## src/rtl/nib_rx_pkg.sv

```systemverilog
// Shared types for the nibble-mode reverse receiver.
// Assumes: one byte is always two halves of NIB_W bits.
package nib_rx_pkg;
    localparam int NIB_W  = 4;
    localparam int BYTE_W = 2 * NIB_W;

    typedef enum logic [1:0] {
        HS_IDLE    = 2'd0,
        HS_WAIT_LO = 2'd1,
        HS_SAMPLE  = 2'd2,
        HS_WAIT_HI = 2'd3
    } hs_state_t;
endpackage

```

## src/rtl/nib_rx_sync.sv

```systemverilog
// Multi-stage synchronizer for asynchronous port lines.
// Assumes: each bit is independent; reset value matches the idle line level.
module nib_rx_sync #(
    parameter int         W       = 5,
    parameter int         STAGES  = 2,
    parameter logic [W-1:0] RST_VAL = '1
) (
    input  logic         clk,
    input  logic         rst_n,
    input  logic [W-1:0] d_i,
    output logic [W-1:0] q_o
);
    logic [W-1:0] stg [STAGES];

    genvar g;
    generate
        for (g = 0; g < STAGES; g++) begin : g_stage
            if (g == 0) begin : g_first
                // Capture the raw lines into the first stage.
                always_ff @(posedge clk) begin
                    if (!rst_n) stg[0] <= RST_VAL;
                    else        stg[0] <= d_i;
                end
            end else begin : g_next
                // Shift through the remaining stages.
                always_ff @(posedge clk) begin
                    if (!rst_n) stg[g] <= RST_VAL;
                    else        stg[g] <= stg[g-1];
                end
            end
        end
    endgenerate

    assign q_o = stg[STAGES-1];
endmodule

```

## src/rtl/nib_rx_timer.sv

```systemverilog
// Wait-step cycle counter; flags expiry on the last allowed cycle.
// Assumes: clear_i pulses on every state change; limit 0 disables expiry.
module nib_rx_timer #(
    parameter int CW = 16
) (
    input  logic          clk,
    input  logic          rst_n,
    input  logic          waiting_i,
    input  logic          clear_i,
    input  logic [CW-1:0] limit_i,
    output logic          expired_o
);
    logic [CW-1:0] cnt_q;

    // Count cycles spent in one wait step.
    always_ff @(posedge clk) begin
        if (!rst_n || !waiting_i || clear_i) cnt_q <= '0;
        else                                 cnt_q <= cnt_q + 1'b1;
    end

    assign expired_o = waiting_i && (limit_i != '0) &&
                       (cnt_q == limit_i - 1'b1);
endmodule

```

## src/rtl/nib_rx_fsm.sv

```systemverilog
// Interlocked handshake sequencer for two halves per byte.
// Assumes: pc_i is the synchronized strobe (low = asserted); a strobe
// event in the expiry cycle wins over the timeout.
module nib_rx_fsm
    import nib_rx_pkg::*;
(
    input  logic clk,
    input  logic rst_n,
    input  logic req_i,
    input  logic full_i,
    input  logic pc_i,
    input  logic pc_fall_i,
    input  logic expired_i,
    output logic host_busy_o,
    output logic active_o,
    output logic take_o,
    output logic idx_o,
    output logic done_o,
    output logic abort_o,
    output logic waiting_o,
    output logic clear_o
);
    hs_state_t st_q, st_d;
    logic      idx_q;

    // Next-state selection and event pulses.
    always_comb begin
        st_d    = st_q;
        done_o  = 1'b0;
        abort_o = 1'b0;
        unique case (st_q)
            HS_IDLE:    if (req_i && !full_i) st_d = HS_WAIT_LO;
            HS_WAIT_LO: begin
                if (pc_fall_i)      st_d = HS_SAMPLE;
                else if (expired_i) begin st_d = HS_IDLE; abort_o = 1'b1; end
            end
            HS_SAMPLE:  st_d = HS_WAIT_HI;
            HS_WAIT_HI: begin
                if (pc_i) begin
                    st_d   = idx_q ? HS_IDLE : HS_WAIT_LO;
                    done_o = idx_q;
                end else if (expired_i) begin
                    st_d = HS_IDLE; abort_o = 1'b1;
                end
            end
            default:    st_d = HS_IDLE;
        endcase
    end

    // State and half-index registers.
    always_ff @(posedge clk) begin
        if (!rst_n) begin
            st_q  <= HS_IDLE;
            idx_q <= 1'b0;
        end else begin
            st_q <= st_d;
            if (st_q == HS_IDLE)                            idx_q <= 1'b0;
            else if (st_q == HS_WAIT_HI && st_d == HS_WAIT_LO) idx_q <= 1'b1;
        end
    end

    assign host_busy_o = !(st_q == HS_WAIT_LO || st_q == HS_SAMPLE);
    assign active_o    = (st_q != HS_IDLE);
    assign take_o      = (st_q == HS_SAMPLE);
    assign idx_o       = idx_q;
    assign waiting_o   = (st_q == HS_WAIT_LO || st_q == HS_WAIT_HI);
    assign clear_o     = (st_d != st_q);
endmodule

```

## src/rtl/nib_rx_asm.sv

```systemverilog
// Half collection and output holding register with valid/ready.
// Assumes: done_i only fires while the output register is empty.
module nib_rx_asm
    import nib_rx_pkg::*;
(
    input  logic              clk,
    input  logic              rst_n,
    input  logic              take_i,
    input  logic              idx_i,
    input  logic [NIB_W-1:0]  nib_i,
    input  logic              done_i,
    input  logic              ready_i,
    input  logic              irq_en_i,
    output logic [BYTE_W-1:0] byte_o,
    output logic              valid_o,
    output logic              irq_o
);
    logic [NIB_W-1:0] lo_q, hi_q;

    // Store each sampled half in its slot.
    always_ff @(posedge clk) begin
        if (!rst_n) begin
            lo_q <= '0;
            hi_q <= '0;
        end else if (take_i) begin
            if (idx_i) hi_q <= nib_i;
            else       lo_q <= nib_i;
        end
    end

    // Load, hold and release the assembled byte.
    always_ff @(posedge clk) begin
        if (!rst_n) begin
            byte_o  <= '0;
            valid_o <= 1'b0;
            irq_o   <= 1'b0;
        end else begin
            irq_o <= 1'b0;
            if (done_i) begin
                byte_o  <= {hi_q, lo_q};
                valid_o <= 1'b1;
                irq_o   <= irq_en_i;
            end else if (ready_i) begin
                valid_o <= 1'b0;
            end
        end
    end
endmodule

```

## src/rtl/nib_rev_rx.sv

```systemverilog
// Top: host-side reverse channel receiver over four status lines.
// Assumes: all line inputs are asynchronous to clk; forward-channel
// outputs are held inactive.
module nib_rev_rx
    import nib_rx_pkg::*;
#(
    parameter int TMO_W       = 16,
    parameter int SYNC_STAGES = 2
) (
    input  logic              clk,
    input  logic              rst_n,
    input  logic              req_i,
    input  logic              byte_ready_i,
    input  logic              irq_en_i,
    input  logic [TMO_W-1:0]  tmo_limit_i,
    input  logic              line_clk_n_i,
    input  logic              line_busy_i,
    input  logic              line_paper_i,
    input  logic              line_select_i,
    input  logic              line_fault_n_i,
    output logic              host_busy_o,
    output logic              xfer_active_o,
    output logic              strobe_n_o,
    output logic              init_n_o,
    output logic [BYTE_W-1:0] byte_o,
    output logic              byte_valid_o,
    output logic              irq_o,
    output logic              tmo_err_o
);
    localparam int LINES = NIB_W + 1;

    logic [LINES-1:0] sync_q;
    logic             pc_s, pc_d, pc_fall;
    logic [NIB_W-1:0] nib_s;
    logic             take, idx, done, abort, waiting, clear, expired;

    nib_rx_sync #(.W(LINES), .STAGES(SYNC_STAGES), .RST_VAL('1)) u_sync (
        .clk   (clk),
        .rst_n (rst_n),
        .d_i   ({line_clk_n_i, line_busy_i, line_paper_i, line_select_i, line_fault_n_i}),
        .q_o   (sync_q)
    );

    assign pc_s  = sync_q[NIB_W];
    assign nib_s = sync_q[NIB_W-1:0];

    // Delay the synchronized strobe for falling-edge detection.
    always_ff @(posedge clk) begin
        if (!rst_n) pc_d <= 1'b1;
        else        pc_d <= pc_s;
    end
    assign pc_fall = pc_d && !pc_s;

    nib_rx_timer #(.CW(TMO_W)) u_tmr (
        .clk       (clk),
        .rst_n     (rst_n),
        .waiting_i (waiting),
        .clear_i   (clear),
        .limit_i   (tmo_limit_i),
        .expired_o (expired)
    );

    nib_rx_fsm u_fsm (
        .clk         (clk),
        .rst_n       (rst_n),
        .req_i       (req_i),
        .full_i      (byte_valid_o),
        .pc_i        (pc_s),
        .pc_fall_i   (pc_fall),
        .expired_i   (expired),
        .host_busy_o (host_busy_o),
        .active_o    (xfer_active_o),
        .take_o      (take),
        .idx_o       (idx),
        .done_o      (done),
        .abort_o     (abort),
        .waiting_o   (waiting),
        .clear_o     (clear)
    );

    nib_rx_asm u_asm (
        .clk      (clk),
        .rst_n    (rst_n),
        .take_i   (take),
        .idx_i    (idx),
        .nib_i    (nib_s),
        .done_i   (done),
        .ready_i  (byte_ready_i),
        .irq_en_i (irq_en_i),
        .byte_o   (byte_o),
        .valid_o  (byte_valid_o),
        .irq_o    (irq_o)
    );

    // Register the abort event as the error pulse.
    always_ff @(posedge clk) begin
        if (!rst_n) tmo_err_o <= 1'b0;
        else        tmo_err_o <= abort;
    end

    assign strobe_n_o = 1'b1;
    assign init_n_o   = 1'b1;
endmodule

```

## config.mk

```make
export PLATFORM = sky130hd
export DESIGN_NAME = nib_rev_rx
export DESIGN_NICKNAME = d
export VERILOG_FILES = /design/src/rtl/nib_rx_pkg.sv /design/src/rtl/nib_rx_sync.sv /design/src/rtl/nib_rx_timer.sv /design/src/rtl/nib_rx_fsm.sv /design/src/rtl/nib_rx_asm.sv /design/src/rtl/nib_rev_rx.sv
export SDC_FILE = /design/constraint.sdc
export NUM_CORES = 1
export LEC_CHECK = 0
export BUFFER_PORTS_ARGS = -buffer_cell sky130_fd_sc_hd__clkbuf_2
export CAP_MARGIN = 20
export CORE_MARGIN = 4
export CORE_UTILIZATION = 55
export DETAILED_ROUTE_END_ITERATION = 10
export PLACE_DENSITY = 0.84
export SLEW_MARGIN = 20
export SYNTH_ARGS = -nofsm -noshare
export SYNTH_HDL_FRONTEND = slang
export SYNTH_SLANG_ARGS = --single-unit
```

## constraint.sdc

```tcl
create_clock -name clk -period 3.5 [get_ports clk]
set_clock_uncertainty 0.15 [all_clocks]
set_input_delay 0.525 -clock clk [delete_from_list [all_inputs] [get_ports clk]]
set_output_delay 0.525 -clock clk [all_outputs]
set_load 0.005 [all_outputs]
```

==> impl_summary.txt <==
----------------------------------------------------
[Clock network]
  Clk slew on worst S/H paths ... 80 ps
  Clock tree from TritonCTS ... built
  Number of clock sinks ... 49
  CTS Hold Buffers Added ... 0
  Htree depth ... 2
  Number of buffers on the longest clock path ... 2
  Cell at the root of the clock tree ... sky130_fd_sc_hd__clkbuf_8
  Number of resized instances in the post-cts repair step ... 0
  Post-CTS Repair Setup Buffers ... 0
  Inserted Clock Buffers ... 5
  Clock latency on the worst-skew pair ... 300 ps

[Setup path]
  Worst setup path category ... primary input to register
  Slack of the worst reg-to-reg path ... 920 ps
  Largest fanout of any net on the critical path ... 16
  Worst Setup End Kind ... register
  Crit Reg-Reg Endpoint ... u_tmr.cnt_q[15]
  Launching point of the worst reg2reg path ... u_fsm.st_q[1]
  Critical path startpoint category ... primary input
  Worst endpoint required time ... 3540 ps
  Arrival time worst endpoint ... 2850 ps
  Worst Reg-to-Reg Cells ... 10

[Hold path]
  Worst Hold Depth ... 2
  Destination of the worst hold path ... u_sync.stg[0][2]
  Hold path startpoint ... line_paper_i
  Worst hold path class ... primary input to register

[Power]
  Net switching power figure ... 342 uW
  Worst vdd ir ... 0.306 mV
  Comb pwr share ... 0.207
  Power Dens Cells ... 372 nW/um^2
  Power share of the clock group ... 0.280
  Cell internal power dissipation ... 814 uW
  Sequential power share ... 0.513
  Leakage dissipation ... 1.18 nW
  Switching Share ... 0.296

[Synth]
  Synth warn ... 0
  Dominant register cell in the synthesized netlist ... sky130_fd_sc_hd__dfxtp_1
  Proportion of register bits with asynchronous set or reset after synthesis ... 0
  Number of standard cells after synthesis ... 320
  Cell taking the most area after synthesis ... sky130_fd_sc_hd__dfxtp_1
  Share of synthesized area occupied by flip-flops and latches ... 0.349
  Most common cell in the netlist ... sky130_fd_sc_hd__dfxtp_1
  Post-synth cell types ... 56
  Average instance area after synthesis ... 8.79 sq um
  Seq cells post-synth ... 49
  Proportion of netlist area held by the largest area contributor ... 0.349
  Count of flip-flops with a built-in enable after synthesis ... 0
  Cell types with the largest area share after synthesis ... sky130_fd_sc_hd__dfxtp_1, sky130_fd_sc_hd__xnor2_1, sky130_fd_sc_hd__nand2_1
  Post-synth design cell area ... 2810 sq um
  Most instantiated cells after synthesis ... sky130_fd_sc_hd__dfxtp_1, sky130_fd_sc_hd__nand2_1, sky130_fd_sc_hd__nand3_1, sky130_fd_sc_hd__nor2_1, sky130_fd_sc_hd__xnor2_1

[Drt]
  Mean number of vias per cell ... 5.37
  Routed wire length ... 5560 um
  ANT nets after route ... 0
  Total iterations of the first detailed-routing run ... 4
  Detailed-route DRC error count ... 0
  Avg WL per Cell ... 13.1 um
  Number of DRC markers after the initial detailed-route iteration ... 150
  Total number of vias ... 2278

[Layout]
  Net count of the finished layout ... 388
  Growth of design area from synthesis to finish ... 10.6%
  Final antenna diode count ... 0
  Number of fill cells in the layout ... 401
  Proportion of layout cells with a drive suffix above 1 ... 0.210

[Global route]
  Largest net degree at the start of global routing ... 34
  Vias in the first global route ... 2153
  Wire length of the first global-routing pass ... 9340 um
  Total congestion overflow ... 0
  Combined global-route utilization of all metal layers ... 0.185
  Number of antenna violations at the first check in global routing ... 0

[Timing]
  RSZ-0062 raised after global routing ... no
  Final number of hold-violating endpoints ... 0
  Worst max-slew margin expressed relative to the limit ... 0.653
  Number of setup violations in the final report ... 0
  Setup TNS ... 0 ps
  Max Clock Freq ... 355 MHz
  Setup slack after layout ... 682 ps
  Portion of the clock cycle consumed by the worst path in the final layout ... 0.805
  Time the final worst path needs with I/O delays and setup ... 2820 ps
  Count of final max-slew check failures ... 0
  Transition time at the pin with the least slew margin ... 516 ps

[Floorplan]
  Number of placement rows ... 25
  Number of primary I/O pins ... 41
  Die Area ... 6320 sq um
  Die X ... 79.5 um
  Area of the core ... 4850 sq um
  Effective utilization at floorplan ... 0.580
  Die boundary height ... 79.5 um

[Placed design]
  Final HPWL DP ... 4230 um
  Gpl congestion ... 0.830
  Worst-case setup slack after placement ... 378 ps
  # port buffers ... 38

[Outcome]
  Status ... finished clean

[Run]
  Number of maximum-capacitance violations ... 0

----------------------------------------------------
cell families (layout without fill, tap and decap cells):
family,count (synthesis),count (layout),share of synthesized area
adder cells (fa/ha/maj),6,6,0.0267
AND/OR/NAND/NOR,155,155,0.332
flip-flops,49,49,0.349
multiplexers,7,7,0.0249
XOR/XNOR,30,30,0.0935
AO/OA/AOI/OAI,45,45,0.123
buffers and inverters,27,63,0.0503
other,1,2,0.00133
state kept, by name, indices dropped and copies added, names as in the netlist:
signal         flops
pc_d               1
tmo_err_o          1
u_asm.byte_o       8
u_asm.hi_q         4
u_asm.irq_o        1
u_asm.lo_q         4
u_asm.valid_o      1
u_fsm.idx_o        1
u_fsm.st_q         2
u_sync.stg        10
u_tmr.cnt_q       16
routing by layer:
| metal | wire (um) | GRT usage | vias up |
|---|---|---|---|
| li1 | - | - | 1180 |
| met1 | 2560 | 0.240 | 1036 |
| met2 | 2630 | 0.313 | 56 |
| met3 | 316 | 0.0305 | 6 |
| met4 | 51 | 0.0601 | 0 |
| met5 | 0 | 0 | - |
metrics by stage:
step                area, sq um  utilization  power (mW)  instances  hold slack (ps)
global route               3110        0.641        1.22        424              253
floorplan                  2820            -       0.786        321              236
global placement           3020        0.623       0.840        416              240
CTS                        3110        0.641        1.16        424              248
detailed placement         3020        0.623       0.844        416              248
finish                     3110        0.641        1.16        424              252
worst max-delay path by stage:
stage	start	endpoint	slack, ps	depth (start not counted)
2_1_floorplan	tmo_limit_i[2]	u_tmr.cnt_q[0]	750	9
3_3_place_gp	tmo_limit_i[2]	u_tmr.cnt_q[6]	450	10
3_5_place_dp	tmo_limit_i[2]	u_tmr.cnt_q[5]	380	10
4_1_cts	tmo_limit_i[2]	u_tmr.cnt_q[15]	660	10
5_1_grt	tmo_limit_i[2]	u_tmr.cnt_q[6]	520	10
6_report	tmo_limit_i[2]	u_tmr.cnt_q[15]	680	10
power by group through the flow:
stage	combinational, mW	clock [mW]	sequential [mW]
3_3_place_gp	0.235	0	0.605
3_5_place_dp	0.238	0	0.606
2_1_floorplan	0.186	0	0.600
6_report	0.239	0.324	0.593
5_1_grt	0.269	0.357	0.596
4_1_cts	0.239	0.332	0.593
critical path, stage by stage:
cell                       delay, ps
sky130_fd_sc_hd__clkbuf_2        150
sky130_fd_sc_hd__nor4_4          540
sky130_fd_sc_hd__nand4_4         190
sky130_fd_sc_hd__or4_4           510
sky130_fd_sc_hd__o211ai_2         90
sky130_fd_sc_hd__and2_2          180
sky130_fd_sc_hd__nand4_2         140
sky130_fd_sc_hd__a21oi_4         170
sky130_fd_sc_hd__buf_4           250
sky130_fd_sc_hd__nor3_1           90
cell type report:
class	instances	area, sq um	area share
Timing Repair Buffer	41	213	0.0684
Tap cell	67	83.8	0.0270
Multi-Input combinational cell	245	1690	0.544
Clock buffer	6	72.6	0.0233
Sequential cell	49	981	0.315
Clock inverter	2	13.8	0.00443
Inverter	14	52.6	0.0169
cell usage in the layout (no fill, tap or decap), drive strengths merged, types with 3 or more instances in the layout:
cell type   n
o211ai      6
nand2      35
nor3       22
a21boi     15
or4         3
nand4       4
buf         3
nor4        4
dfxtp      49
xnor2      16
a21oi       5
and3        6
o21ai       5
nand3      25
inv        15
ha          6
nand2b     12
clkbuf     44
mux2i       7
nor2       18
and2        3
nor2b       9
xor2       14
a31oi       3
(Power assumes the default switching activity.)
